### config.mk
export PLATFORM = sky130hd
export DESIGN_NAME = cfgrx_top
export DESIGN_NICKNAME = d
export VERILOG_FILES = /design/src/rtl/cfgrx_pkg.sv /design/src/rtl/cfgrx_sync.sv /design/src/rtl/cfgrx_frame.sv /design/src/rtl/cfgrx_regs.sv /design/src/rtl/cfgrx_top.sv
export SDC_FILE = /design/constraint.sdc
export NUM_CORES = 1
export LEC_CHECK = 0
export CAP_MARGIN = 15
export CORE_ASPECT_RATIO = 0.6
export CORE_UTILIZATION = 61
export CTS_BUF_LIST = sky130_fd_sc_hd__clkbuf_2
export DETAILED_ROUTE_END_ITERATION = 8
export PLACE_DENSITY = 0.86
export SLEW_MARGIN = 5
export SYNTH_ARGS = -nofsm -noshare
export SYNTH_HDL_FRONTEND = slang
export SYNTH_SLANG_ARGS = --single-unit
### constraint.sdc
create_clock -name clk -period 3.3 [get_ports clk]
set_clock_uncertainty 0.2 [all_clocks]
set_input_delay 0.66 -clock clk [delete_from_list [all_inputs] [get_ports clk]]
set_output_delay 0.66 -clock clk [all_outputs]
set_load 0.05 [all_outputs]
### src/rtl/cfgrx_pkg.sv
package cfgrx_pkg;
    typedef enum logic [1:0] {
        ST_IDLE  = 2'd0,
        ST_SHIFT = 2'd1,
        ST_FULL  = 2'd2,
        ST_ARMED = 2'd3
    } rx_state_e;

    localparam int unsigned SEL_POS = 0;
endpackage

### src/rtl/cfgrx_sync.sv
module cfgrx_sync #(
    parameter int unsigned W      = 3,
    parameter int unsigned STAGES = 2,
    parameter logic [W-1:0] RST_VAL = '0
) (
    input  logic         clk,
    input  logic         rst_n,
    input  logic [W-1:0] d_async,
    output logic [W-1:0] d_sync
);
    logic [W-1:0] chain [STAGES];

    always_ff @(posedge clk or negedge rst_n) begin
        if (!rst_n) begin
            for (int i = 0; i < STAGES; i++) chain[i] <= RST_VAL;
        end else begin
            chain[0] <= d_async;
            for (int i = 1; i < STAGES; i++) chain[i] <= chain[i-1];
        end
    end

    assign d_sync = chain[STAGES-1];
endmodule

### src/rtl/cfgrx_frame.sv
module cfgrx_frame
    import cfgrx_pkg::*;
#(
    parameter int unsigned BYTE_W = 8
) (
    input  logic              clk,
    input  logic              rst_n,
    input  logic              cs_n_s,
    input  logic              sck_s,
    input  logic              mosi_s,
    output logic              commit,
    output logic [BYTE_W-1:0] rx_byte
);
    localparam int unsigned CNT_W = $clog2(BYTE_W + 1);
    localparam logic [CNT_W-1:0] LAST_BIT = CNT_W'(BYTE_W - 1);

    rx_state_e        state, nxt;
    logic             cs_q, sck_q;
    logic             cs_fall, cs_rise, sck_rise, sck_fall;
    logic [CNT_W-1:0] cnt;

    always_ff @(posedge clk or negedge rst_n) begin
        if (!rst_n) begin
            cs_q  <= 1'b1;
            sck_q <= 1'b0;
        end else begin
            cs_q  <= cs_n_s;
            sck_q <= sck_s;
        end
    end

    assign cs_fall  = cs_q & ~cs_n_s;
    assign cs_rise  = ~cs_q & cs_n_s;
    assign sck_rise = ~sck_q & sck_s;
    assign sck_fall = sck_q & ~sck_s;

    // state register
    always_ff @(posedge clk or negedge rst_n) begin
        if (!rst_n) state <= ST_IDLE;
        else        state <= nxt;
    end

    always_comb begin
        nxt = state;
        if (cs_fall) begin
            nxt = ST_SHIFT;
        end else begin
            unique case (state)
                ST_IDLE:  nxt = ST_IDLE;
                ST_SHIFT: if (cs_rise) nxt = ST_IDLE;
                          else if (sck_rise && cnt == LAST_BIT) nxt = ST_FULL;
                ST_FULL:  if (cs_rise) nxt = ST_IDLE;
                          else if (sck_fall) nxt = ST_ARMED;
                ST_ARMED: if (cs_rise) nxt = ST_IDLE;
                default:  nxt = ST_IDLE;
            endcase
        end
    end

    // outputs
    always_comb begin
        commit = (state == ST_ARMED) && cs_rise;
    end

    always_ff @(posedge clk or negedge rst_n) begin
        if (!rst_n) begin
            cnt     <= '0;
            rx_byte <= '0;
        end else if (cs_fall) begin
            cnt <= '0;
        end else if (sck_rise && state == ST_SHIFT) begin
            rx_byte <= {mosi_s, rx_byte[BYTE_W-1:1]};
            cnt     <= cnt + 1'b1;
        end
    end

    a_r8_cnt_bound: assert property (@(posedge clk) disable iff (!rst_n)
        cnt <= CNT_W'(BYTE_W));
    a_r9_cnt_clear: assert property (@(posedge clk) disable iff (!rst_n)
        cs_fall |=> cnt == '0);
    a_r6_commit_full: assert property (@(posedge clk) disable iff (!rst_n)
        commit |-> cnt == CNT_W'(BYTE_W));
    a_r7_commit_sck_low: assert property (@(posedge clk) disable iff (!rst_n)
        commit |-> !sck_q);
endmodule

### src/rtl/cfgrx_regs.sv
module cfgrx_regs
    import cfgrx_pkg::*;
#(
    parameter int unsigned BYTE_W = 8,
    parameter int unsigned TRIM_W = 5,
    parameter int unsigned GAIN_W = 4
) (
    input  logic              clk,
    input  logic              rst_n,
    input  logic              commit,
    input  logic [BYTE_W-1:0] rx_byte,
    output logic [TRIM_W-1:0] trim_code,
    output logic [GAIN_W-1:0] gain_code,
    output logic              pwr_down,
    output logic              meas_en,
    output logic              wr_pulse,
    output logic              wr_sel
);
    localparam int unsigned PD_POS   = BYTE_W - 1;
    localparam int unsigned MEAS_POS = BYTE_W - 2;

    always_ff @(posedge clk or negedge rst_n) begin
        if (!rst_n) begin
            trim_code <= '0;
            gain_code <= '0;
            pwr_down  <= 1'b0;
            meas_en   <= 1'b0;
            wr_pulse  <= 1'b0;
            wr_sel    <= 1'b0;
        end else begin
            wr_pulse <= commit;
            if (commit) begin
                wr_sel   <= rx_byte[SEL_POS];
                pwr_down <= rx_byte[PD_POS];
                meas_en  <= rx_byte[MEAS_POS];
                if (rx_byte[SEL_POS]) gain_code <= rx_byte[GAIN_W:1];
                else                  trim_code <= rx_byte[TRIM_W:1];
            end
        end
    end

    a_r3_gain_hold: assert property (@(posedge clk) disable iff (!rst_n)
        (commit && !rx_byte[SEL_POS]) |=> $stable(gain_code));
    a_r4_trim_hold: assert property (@(posedge clk) disable iff (!rst_n)
        (commit && rx_byte[SEL_POS]) |=> $stable(trim_code));
    a_r6_no_commit_hold: assert property (@(posedge clk) disable iff (!rst_n)
        !commit |=> $stable({trim_code, gain_code, pwr_down, meas_en}));
    a_r10_pulse_single: assert property (@(posedge clk) disable iff (!rst_n)
        wr_pulse |=> !wr_pulse);
endmodule

### src/rtl/cfgrx_top.sv
module cfgrx_top
    import cfgrx_pkg::*;
#(
    parameter int unsigned BYTE_W      = 8,
    parameter int unsigned TRIM_W      = 5,
    parameter int unsigned GAIN_W      = 4,
    parameter int unsigned SYNC_STAGES = 2
) (
    input  logic              clk,
    input  logic              rst_n,
    input  logic              spi_cs_n,
    input  logic              spi_sck,
    input  logic              spi_mosi,
    output logic [TRIM_W-1:0] trim_code,
    output logic [GAIN_W-1:0] gain_code,
    output logic              pwr_down,
    output logic              meas_en,
    output logic              wr_pulse,
    output logic              wr_sel
);
    logic [2:0]        pins_s;
    logic              commit;
    logic [BYTE_W-1:0] rx_byte;

    cfgrx_sync #(.W(3), .STAGES(SYNC_STAGES), .RST_VAL(3'b001)) sync_i (
        .clk     (clk),
        .rst_n   (rst_n),
        .d_async ({spi_mosi, spi_sck, spi_cs_n}),
        .d_sync  (pins_s)
    );

    cfgrx_frame #(.BYTE_W(BYTE_W)) frame_i (
        .clk     (clk),
        .rst_n   (rst_n),
        .cs_n_s  (pins_s[0]),
        .sck_s   (pins_s[1]),
        .mosi_s  (pins_s[2]),
        .commit  (commit),
        .rx_byte (rx_byte)
    );

    cfgrx_regs #(.BYTE_W(BYTE_W), .TRIM_W(TRIM_W), .GAIN_W(GAIN_W)) regs_i (
        .clk       (clk),
        .rst_n     (rst_n),
        .commit    (commit),
        .rx_byte   (rx_byte),
        .trim_code (trim_code),
        .gain_code (gain_code),
        .pwr_down  (pwr_down),
        .meas_en   (meas_en),
        .wr_pulse  (wr_pulse),
        .wr_sel    (wr_sel)
    );
endmodule

* After elaboration in Yosys (flattened, before gate mapping) *
Index checks and enable logic that the tools add are counted.

word-level totals
  register bits after elaboration = 35
  latch bits = 0
  bits in writable memories = 0
  ROM bits = 0
  input port bits = 5
  output and inout port bits = 13
  logic and storage cells = 49
  memories = 0

operators by class
  add/sub/neg operators = 1
  multipliers = 0
  divide/modulo/power cells = 0
  order comparisons = 0
  eq/ne operators = 7
  shift operators = 0
  mux-type cells = 9
  bitwise logic cells = 10
  reductions and logical operators = 9

operators by type and width
  cell                                                              count
  2-bit 2-to-1 mux                                                  6
  4-bit 2-to-1 mux                                                  2
  4-bit by 1-bit != test with 1-bit output (second input constant)  2
  2-bit case mux with 4 select lines                                1
  1-bit inverter                                                    6
  2-bit AND reduction                                               3
  4-bit by 1-bit adder with 4-bit output (second input constant)    1
  1-bit bitwise AND                                                 4
  2-bit == test (second input constant)                             2
  4-bit by 3-bit == test with 1-bit output (second input constant)  1
  1-bit logical AND                                                 3
  3-bit by 1-bit != test with 1-bit output (second input constant)  1
  3-bit AND reduction                                               1
  2-bit by 1-bit == test with 1-bit output (second input constant)  1
  2-bit logical NOT                                                 1
  2-bit nonzero test                                                1

* Longest topological paths before layout *
Gate-level depths: netlist of the first run.

  depth in word-level cells = 7
  depth in mapped cells = 7

* Hierarchy *
A second synthesis of the first run with hierarchy kept.

second synthesis, totals
  cell total of the unflattened synthesis = 98
  area, all modules = 1446.4 um2

modules (own cells, without submodules)
  module       times used  cells each  area an instance (um2)  seq. area each (um2)
  cfgrx_frame  1           61          754.5                   401.6
  cfgrx_regs   1           28          516.7                   325.3
  cfgrx_sync   1           9           175.2                   152.6

* Worst setup path after synthesis of the first run *
Ideal clock, no wire load.

  path kind = reg2reg
  start point = reg frame_i.state[1]
  end point = reg frame_i.rx_byte[0]
  setup time = 0.125 ns
  arrival = 1.459 ns
  slack = 1.516 ns
  cell stages (with the launch flop) = 8
  period minus slack after synthesis = 1.784 ns
  path through = dfrtp_1 > inv_1 > ha_1 > and3b_1 > buf_6 > nor2b_4 > buf_6 > mux2_4

on the way
  cells in the longest elaborated chain, start to end = 3

RTL lines
  what                                      RTL line           text
  start: declaration                        cfgrx_frame.sv:17  rx_state_e state, nxt;
  start signal: assignment                  cfgrx_frame.sv:40  else state <= nxt;
  2-bit by 1-bit == test with 1-bit output  cfgrx_frame.sv:71  end else if (sck_rise && state == ST_SHIFT) begin
  1-bit logical AND                         cfgrx_frame.sv:71
  2-bit AND reduction (no line)             n/a
  end signal: assignment                    cfgrx_frame.sv:72  rx_byte <= {mosi_s, rx_byte[BYTE_W-1:1]};
  end: declaration                          cfgrx_frame.sv:12  output logic [BYTE_W-1:0] rx_byte

No other way between the ends.
A chain may end at the register's enable or synchronous reset.

* Worst setup path after layout of the first run *
  start point = reg regs_i.trim_code[2]
  end point = out trim_code[2]

RTL lines
  what                      RTL line          text
  start: declaration        cfgrx_regs.sv:12  output logic [TRIM_W-1:0] trim_code,
  start signal: assignment  cfgrx_regs.sv:37  else trim_code <= rx_byte[TRIM_W:1];
  end: declaration          cfgrx_top.sv:14   output logic [TRIM_W-1:0] trim_code,

No word-level cell between the ends.

==> metrics, run 1 <==
CP Buf/Inv Count 1; Mapped Avg Cell Area 14.7 µm²; CTS Hold Bufs 0; CP Max Fanout 2; Die ar. between 0.002 and 0.003 mm²; post-CTS setup buffers 0; ys async rst share 1.00; TritonCTS clock tree built; CP cell instances clkdlybuf4s50_1; cell row count 13; CTS Buf Count 5; largest net degree at the start of global routing 23; Final Wtd Congestion ~0.84; Synth top area share 0.552; dpl hpwl 1.74 mm; power per cell area 468 mW/mm²; Max Cap Violations 0; worst relative slew slack 0.584; R2R Path Start frame_i.state[1]; Hold Vio Cnt, Final 0; wire per inst 15.6 µm; most frequent cell after synthesis dfrtp_1; highest clock rate a little over 400 MHz; Top FF cell, synth dfrtp_1; DR vias between 700 and 800; first-pass GRT wire length 3.74 mm; final wirelength about 2.4 mm; VDD IR-drop max ~0.32 mV; critical path class reg -> out; fill count ~150; FF+latch count, synth 35; Hold Crit Start sync_i.chain[3]; Non-Filler Instances ~150; initial antenna violation count 0; Min Clock Period, post-route between 2000 and 2500 ps; Clock Path Buffers 2; H-Tree Depth 2; CP endpoint kind primary output; status complete, no violations; Core Area 0.00221 mm²; Worst-path clk slew around 170 ps; Die Ht just under 40 µm; Tcrit/Tclk final 0.740; num ports 18; Inst Count DP roughly 140; CP Launch Point regs_i.trim_code[2]; EDFF count, synth 0; TritonRoute pass-1 iters 4; vias in the first global route around 750; # clock sinks 35; register area share after synthesis 0.606; Post-Syn Area 0.00145 mm²; Root Driver clkbuf_2; initial core utilization 0.656; Resized cells post-CTS 0; 1st-iter DRT viols 33; Worst EP arrival 1580 ps; ratio of cells with drive above 1 in the final layout 0.289; syn nets 110; type of the worst min-delay path reg -> reg; Critical Path Slowest Stage Cell clkdlybuf4s50_1; Post-synth top cells dfrtp_1 (32), mux2_2 (11), mux2_4 (8), ha_1 (6), inv_1 (6); Vias/cell 5.17; Area Overhead vs Synth 15.2%; setup TNS 0 ps; Cells after Synth between 90 and 100; leakage approximately 0.83 nW; Routed Antenna Nets 0; IO Port Bufs 17; Worst path top cell family by delay buffers and inverters; grt ovf 0; Startpoint Class register; Area contributors post-synth dfrtp_1 (55%), mux2_2 (8.5%), mux2_4 (8.3%); total track usage 0.222; final count of negative-setup-slack endpoints 0; Residual DRC 0; Final Slew Violations 0; Antenna diodes 0; CP max stage delay ~800 ps; RSZ-0062 raised after global routing no; # nets final about 130; Worst-Skew Late Latency ~380 ps; Synth area leader dfrtp_1; Syn. warnings 0; Cell variety after synth 26; actual slew at the worst max-slew pin slightly above 600 ps; Die W around 65 µm; Worst EP required 2440 ps
## cell families (layout without fill, tap and decap cells)
| logic type | count (synthesis) | count (layout) | share of synthesized area |
|---|---|---|---|
| fa+ha+maj | 6 | 6 | 0.0517 |
| buf+inv | 10 | 32 | 0.0397 |
| xor+xnor | 3 | 3 | 0.0181 |
| simple gates | 19 | 19 | 0.0750 |
| mux | 22 | 22 | 0.189 |
| flops | 35 | 35 | 0.606 |
| compound gates | 4 | 4 | 0.0207 |
## worst paths after layout
path | slack, ps | cells after the start | end
max | 860 | 1 | trim_code[2]
min | 170 | 0 | sync_i.d_sync[0]
max reg2reg | 1230 | 5 | frame_i.rx_byte[3]
min reg2reg | 170 | 0 | sync_i.d_sync[0]
max in group asynchronous | 1700 | 2 | sync_i.chain[3]
min in group asynchronous | 450 | 1 | frame_i.rx_byte[4]
## flip-flops by register name (all words and copies together), names as in the netlist
| register | cells |
|---|---|
| sync_i.chain | 3 |
| frame_i.cs_q | 1 |
| frame_i.rx_byte | 8 |
| frame_i.state | 2 |
| regs_i.pwr_down | 1 |
| regs_i.trim_code | 5 |
| sync_i.d_sync | 3 |
| regs_i.meas_en | 1 |
| frame_i.sck_q | 1 |
| regs_i.wr_pulse | 1 |
| frame_i.cnt | 4 |
| regs_i.gain_code | 4 |
| regs_i.wr_sel | 1 |
## report_power, final
part / internal [W] / switching (W) / leakage [nW]
registers: 0.000465 / 0.0000297 / 0.461
clock network: 0.0000485 / 0.000138 / 0.0325
logic: 0.0000561 / 0.0000445 / 0.342
total: 0.000570 / 0.000212 / 0.835
## stage by stage
step | utilization | total power, W | area [µm²] | setup WS (ps) | hold WS (ps)
CTS | 0.756 | 0.000785 | 1670 | 837 | 170
floorplan | - | 0.000568 | 1450 | 1520 | 131
global placement | 0.738 | 0.000597 | 1630 | 1280 | 134
global route | 0.756 | 0.000817 | 1670 | 786 | 173
finish | 0.756 | 0.000782 | 1670 | 858 | 170
detailed placement | 0.738 | 0.000602 | 1630 | 1220 | 139
## layer usage
layer  up-vias  GRT usage  share of wire
li1        372          -              -
met1       389      0.311           0.52
met2        15      0.299           0.43
met3         5     0.0785          0.036
met4         0      0.117          0.013
met5         -          0              0
## cell type report
class,count,area [µm²],area share
clock buffers,5,25.0,0.0150
clock inverters,3,15.0,0.00898
inverters,6,22.5,0.0135
multi-input cells,54,514,0.308
flip-flops and latches,35,880,0.526
well taps,30,37.5,0.0225
repair buffers,18,178,0.106
## placed cells by master (no fill, tap or decap), drive strengths merged
| cell | instances |
|---|---|
| nor2 | 5 |
| nor3b | 1 |
| nand4b | 1 |
| nor3 | 1 |
| xnor2 | 1 |
| dfstp | 3 |
| mux2i | 3 |
| and3b | 1 |
| inv | 6 |
| clkinv | 3 |
| or2 | 1 |
| mux2 | 19 |
| a21oi | 2 |
| dfrtp | 32 |
| clkbuf | 5 |
| ha | 6 |
| a311oi | 1 |
| clkdlybuf4s50 | 17 |
| nand2 | 6 |
| nor2b | 1 |
| o21ai | 1 |
| nand4 | 1 |
| and2b | 1 |
| buf | 1 |
| xor2 | 2 |
Note: power is estimated with default switching activity, not from simulation.
==> inputs of run 2 (changes only) <==
--- a/config.mk
+++ b/config.mk
@@ -7,10 +7,10 @@
 export LEC_CHECK = 0
 export CAP_MARGIN = 15
 export CORE_ASPECT_RATIO = 0.6
-export CORE_UTILIZATION = 61
+export CORE_UTILIZATION = 51
 export CTS_BUF_LIST = sky130_fd_sc_hd__clkbuf_2
 export DETAILED_ROUTE_END_ITERATION = 8
-export PLACE_DENSITY = 0.86
+export PLACE_DENSITY = 0.77
 export SLEW_MARGIN = 5
 export SYNTH_ARGS = -nofsm -noshare
 export SYNTH_HDL_FRONTEND = slang
==> constraint.sdc (replaced) <==
create_clock -name clk -period 2.19 [get_ports clk]
set_clock_uncertainty 0.2 [all_clocks]
set_input_delay 0.438 -clock clk [delete_from_list [all_inputs] [get_ports clk]]
set_output_delay 0.438 -clock clk [all_outputs]
set_load 0.05 [all_outputs]
==> run 2 against run 1 <==
  * Routed wire length fell by 7.2%
  * Global-route usage fell by 4.7 points
  * Sequential power rose by 50%
  * Core utilization fell by 11 points
  * Count of clock-buffer cells in the layout rose by 1
  * Register-to-register slack got worse by 1000 ps
  * Final cell count rose by 1.3%
  * Sequential share of layout area barely moved
  * Non-clock buffer count did not move
  * Hold slack got worse by 1.3 ps
  * Design area barely moved
  * Critical path type is now reg -> reg
==> metrics, run 2 (synthesized netlist as in run 1, its figures left out) <==
status complete, no violations; initial antenna violation count 0 (unchanged); Hold Crit Start sync_i.chain[5]; critical path class reg -> reg; first-pass GRT wire length 3.80 mm (+1.7%); num ports 18 (unchanged); r2r setup slk 210 ps (-1020 ps); Pint 0.000861 W (+51%); DR vias 754 (-3.5%); TritonCTS clock tree built; vias in the first global route 795 (+5.6%); largest net degree at the start of global routing 36 (+57%); Die W 70.9 µm (+9.1%); Worst R2R Path Depth 5 (unchanged); final wirelength 2.19 mm (-7.2%); Vias/cell 4.93 (-4.7%); Startpoint Class register; max FFs per register 8 (unchanged); type of the worst min-delay path reg -> reg; final count of negative-setup-slack endpoints 0 (unchanged); post-CTS setup buffers 0 (unchanged); Clock Path Buffers 2 (unchanged); highest clock rate approximately 510 MHz; CTS Hold Bufs 0 (unchanged); leakage 0.948 nW (+14%); CTS Buf Count 5 (unchanged); Die ar. 0.00307 mm² (+19%); Worst R2R End frame_i.rx_byte[1]; # nets final 131 (unchanged); TritonRoute pass-1 iters 6 (+2); initial core utilization 0.560 (-0.0963); net switching power 0.000300 W (+41%); Worst EP arrival 2030 ps (+450 ps); grt ovf 0 (unchanged); CP Max Fanout 8 (+6); power share of the combinational group 0.129 (about the same); R2R Path Start frame_i.state[1]; Root Driver clkbuf_2; Routed Antenna Nets 0 (unchanged); dpl hpwl 1.58 mm (-9.2%); IO Port Bufs 17 (unchanged); multi-input logic area 514 µm² (unchanged); placed cell area 0.00163 mm² (+0.15%); RSZ-0062 raised after global routing no; CP endpoint kind register; setup TNS 0 ps (unchanged); fill count 198 (+30%); Min Clock Period, post-route slightly below 2000 ps; Final Wtd Congestion 0.753 (-10%); CP Launch Point frame_i.state[1]; 1st-iter DRT viols 47 (+42%); commonest non-fill, non-tap cells in the layout dfrtp_1 (32), mux2_2 (11), dlygate4sd2_1 (9); CP max stage delay 430 ps (-380 ps); ratio of cells with drive above 1 in the final layout 0.273 (-0.0165); VDD IR-drop max 0.478 mV (+47%); Non-Filler Instances 153 (+1.3%); Hold Vio Cnt, Final 0 (unchanged); worst hold endpoint sync_i.d_sync[2]; Inst Count DP 145 (+1.4%); Worst-path clk slew 160 ps (about the same); # clock sinks 35 (unchanged); Antenna diodes 0 (unchanged); Residual DRC 0 (unchanged); Final Cell Area 0.00167 mm² (about the same); post-layout util 0.644 (-0.111); Die Ht 43.3 µm (+8.9%); Worst EP required 2240 ps (-200 ps); CP cell instances inv_1 -> ha_1 -> and3b_1 -> nor2b_4 -> mux2_4; wire per inst 14.3 µm (-8.4%); register area 880 µm² (unchanged); most common cell after layout, fill and taps aside dfrtp_1; Hold Path Stages 0 (unchanged); H-Tree Depth 2 (unchanged); Critical Path Slowest Stage Cell dfrtp_1; worst relative slew slack 0.663 (+0.0793); Top reg by flops frame_i.rx_byte; cell row count 14 (+1); top flop regs frame_i.rx_byte: 8 flops, regs_i.trim_code: 5 flops; Core Area 0.00259 mm² (+17%); Switching Fraction 0.259 (-0.0129); total track usage 0.175 (-0.0473); Max Cap Violations 0 (unchanged); Area Overhead vs Synth 15.1% (about the same); Clk network pwr share 0.231 (-0.008); actual slew at the worst max-slew pin 504 ps (-118 ps); Worst-Skew Late Latency 340 ps (-40 ps); Tcrit/Tclk final 0.903; Final Slew Violations 0 (unchanged); power per cell area 695 mW/mm² (+49%); sequential share of power 0.640 (+0.007)
run 2: cell types whose count changed in the layout (fill, tap and decap cells not counted):
cell	previous run	this run
clkdlybuf4s50_1	17	4
dlygate4sd2_1	0	9
dlymetal6s2s_1	0	4
clkinv_2	3	0
clkinv_1	0	2
clkbuf_2	5	6
run 2: worst max-delay path by stage:
stage          cells past startpoint  slack (ps)                   to
5_1_grt                            5         110   frame_i.rx_byte[1]
3_5_place_dp                       5         220   frame_i.rx_byte[1]
3_3_place_gp                       5         260  regs_i.trim_code[3]
6_report                           5         210   frame_i.rx_byte[1]
2_1_floorplan                      7         410   frame_i.rx_byte[0]
4_1_cts                            1           2         trim_code[3]
run 2: worst max-delay path, delay by kind of cell (launching register included):
family,cells,cell delay [ps]
buf+inv,1,80
simple gates,2,660
flops,1,430
fa+ha+maj,1,180
mux,1,340
run 2: final cells by class:
cell class	instances	share of cell area
clock buffer	6	0.0180
clock inverter	2	0.00449
inverter	6	0.0135
multi-input combinational	54	0.308
sequential	35	0.527
tap	32	0.0240
timing repair buffer	18	0.106
run 2: through the flow:
| stage | power [W] | hold WS (ps) | setup WS [ps] |
|---|---|---|---|
| after floorplan | 0.000856 | -57.6 | 406 |
| after CTS | 0.00118 | 170 | 1.88 |
| after global routing | 0.00122 | 172 | 106 |
| final | 0.00116 | 168 | 212 |
| after detailed placement | 0.000908 | 135 | 221 |
| after global placement | 0.000900 | 132 | 263 |
run 2: per-layer routing:
| layer | GRT usage | vias up | wire [µm] |
|---|---|---|---|
| met3 | 0.0713 | 2 | 96 |
| met1 | 0.235 | 364 | 1110 |
| li1 | - | 371 | - |
| met4 | 0.0600 | 0 | 10 |
| met5 | 0 | - | 0 |
| met2 | 0.262 | 17 | 971 |
run 2: what timing repair did:
item / in CTS / in global routing
endpoints found under the setup margin: 9 / 4
pin swaps: 0 / 0
cloned: 0 / 0
resized for setup: 9 / 4
run 2: power groups by stage:
stage / registers, W / logic [W] / clock network (W)
finish: 0.000743 / 0.000150 / 0.000269
detailed placement: 0.000756 / 0.000152 / 0
CTS: 0.000743 / 0.000152 / 0.000285
global placement: 0.000754 / 0.000146 / 0
floorplan: 0.000757 / 0.0000988 / 0
global route: 0.000750 / 0.000166 / 0.000308
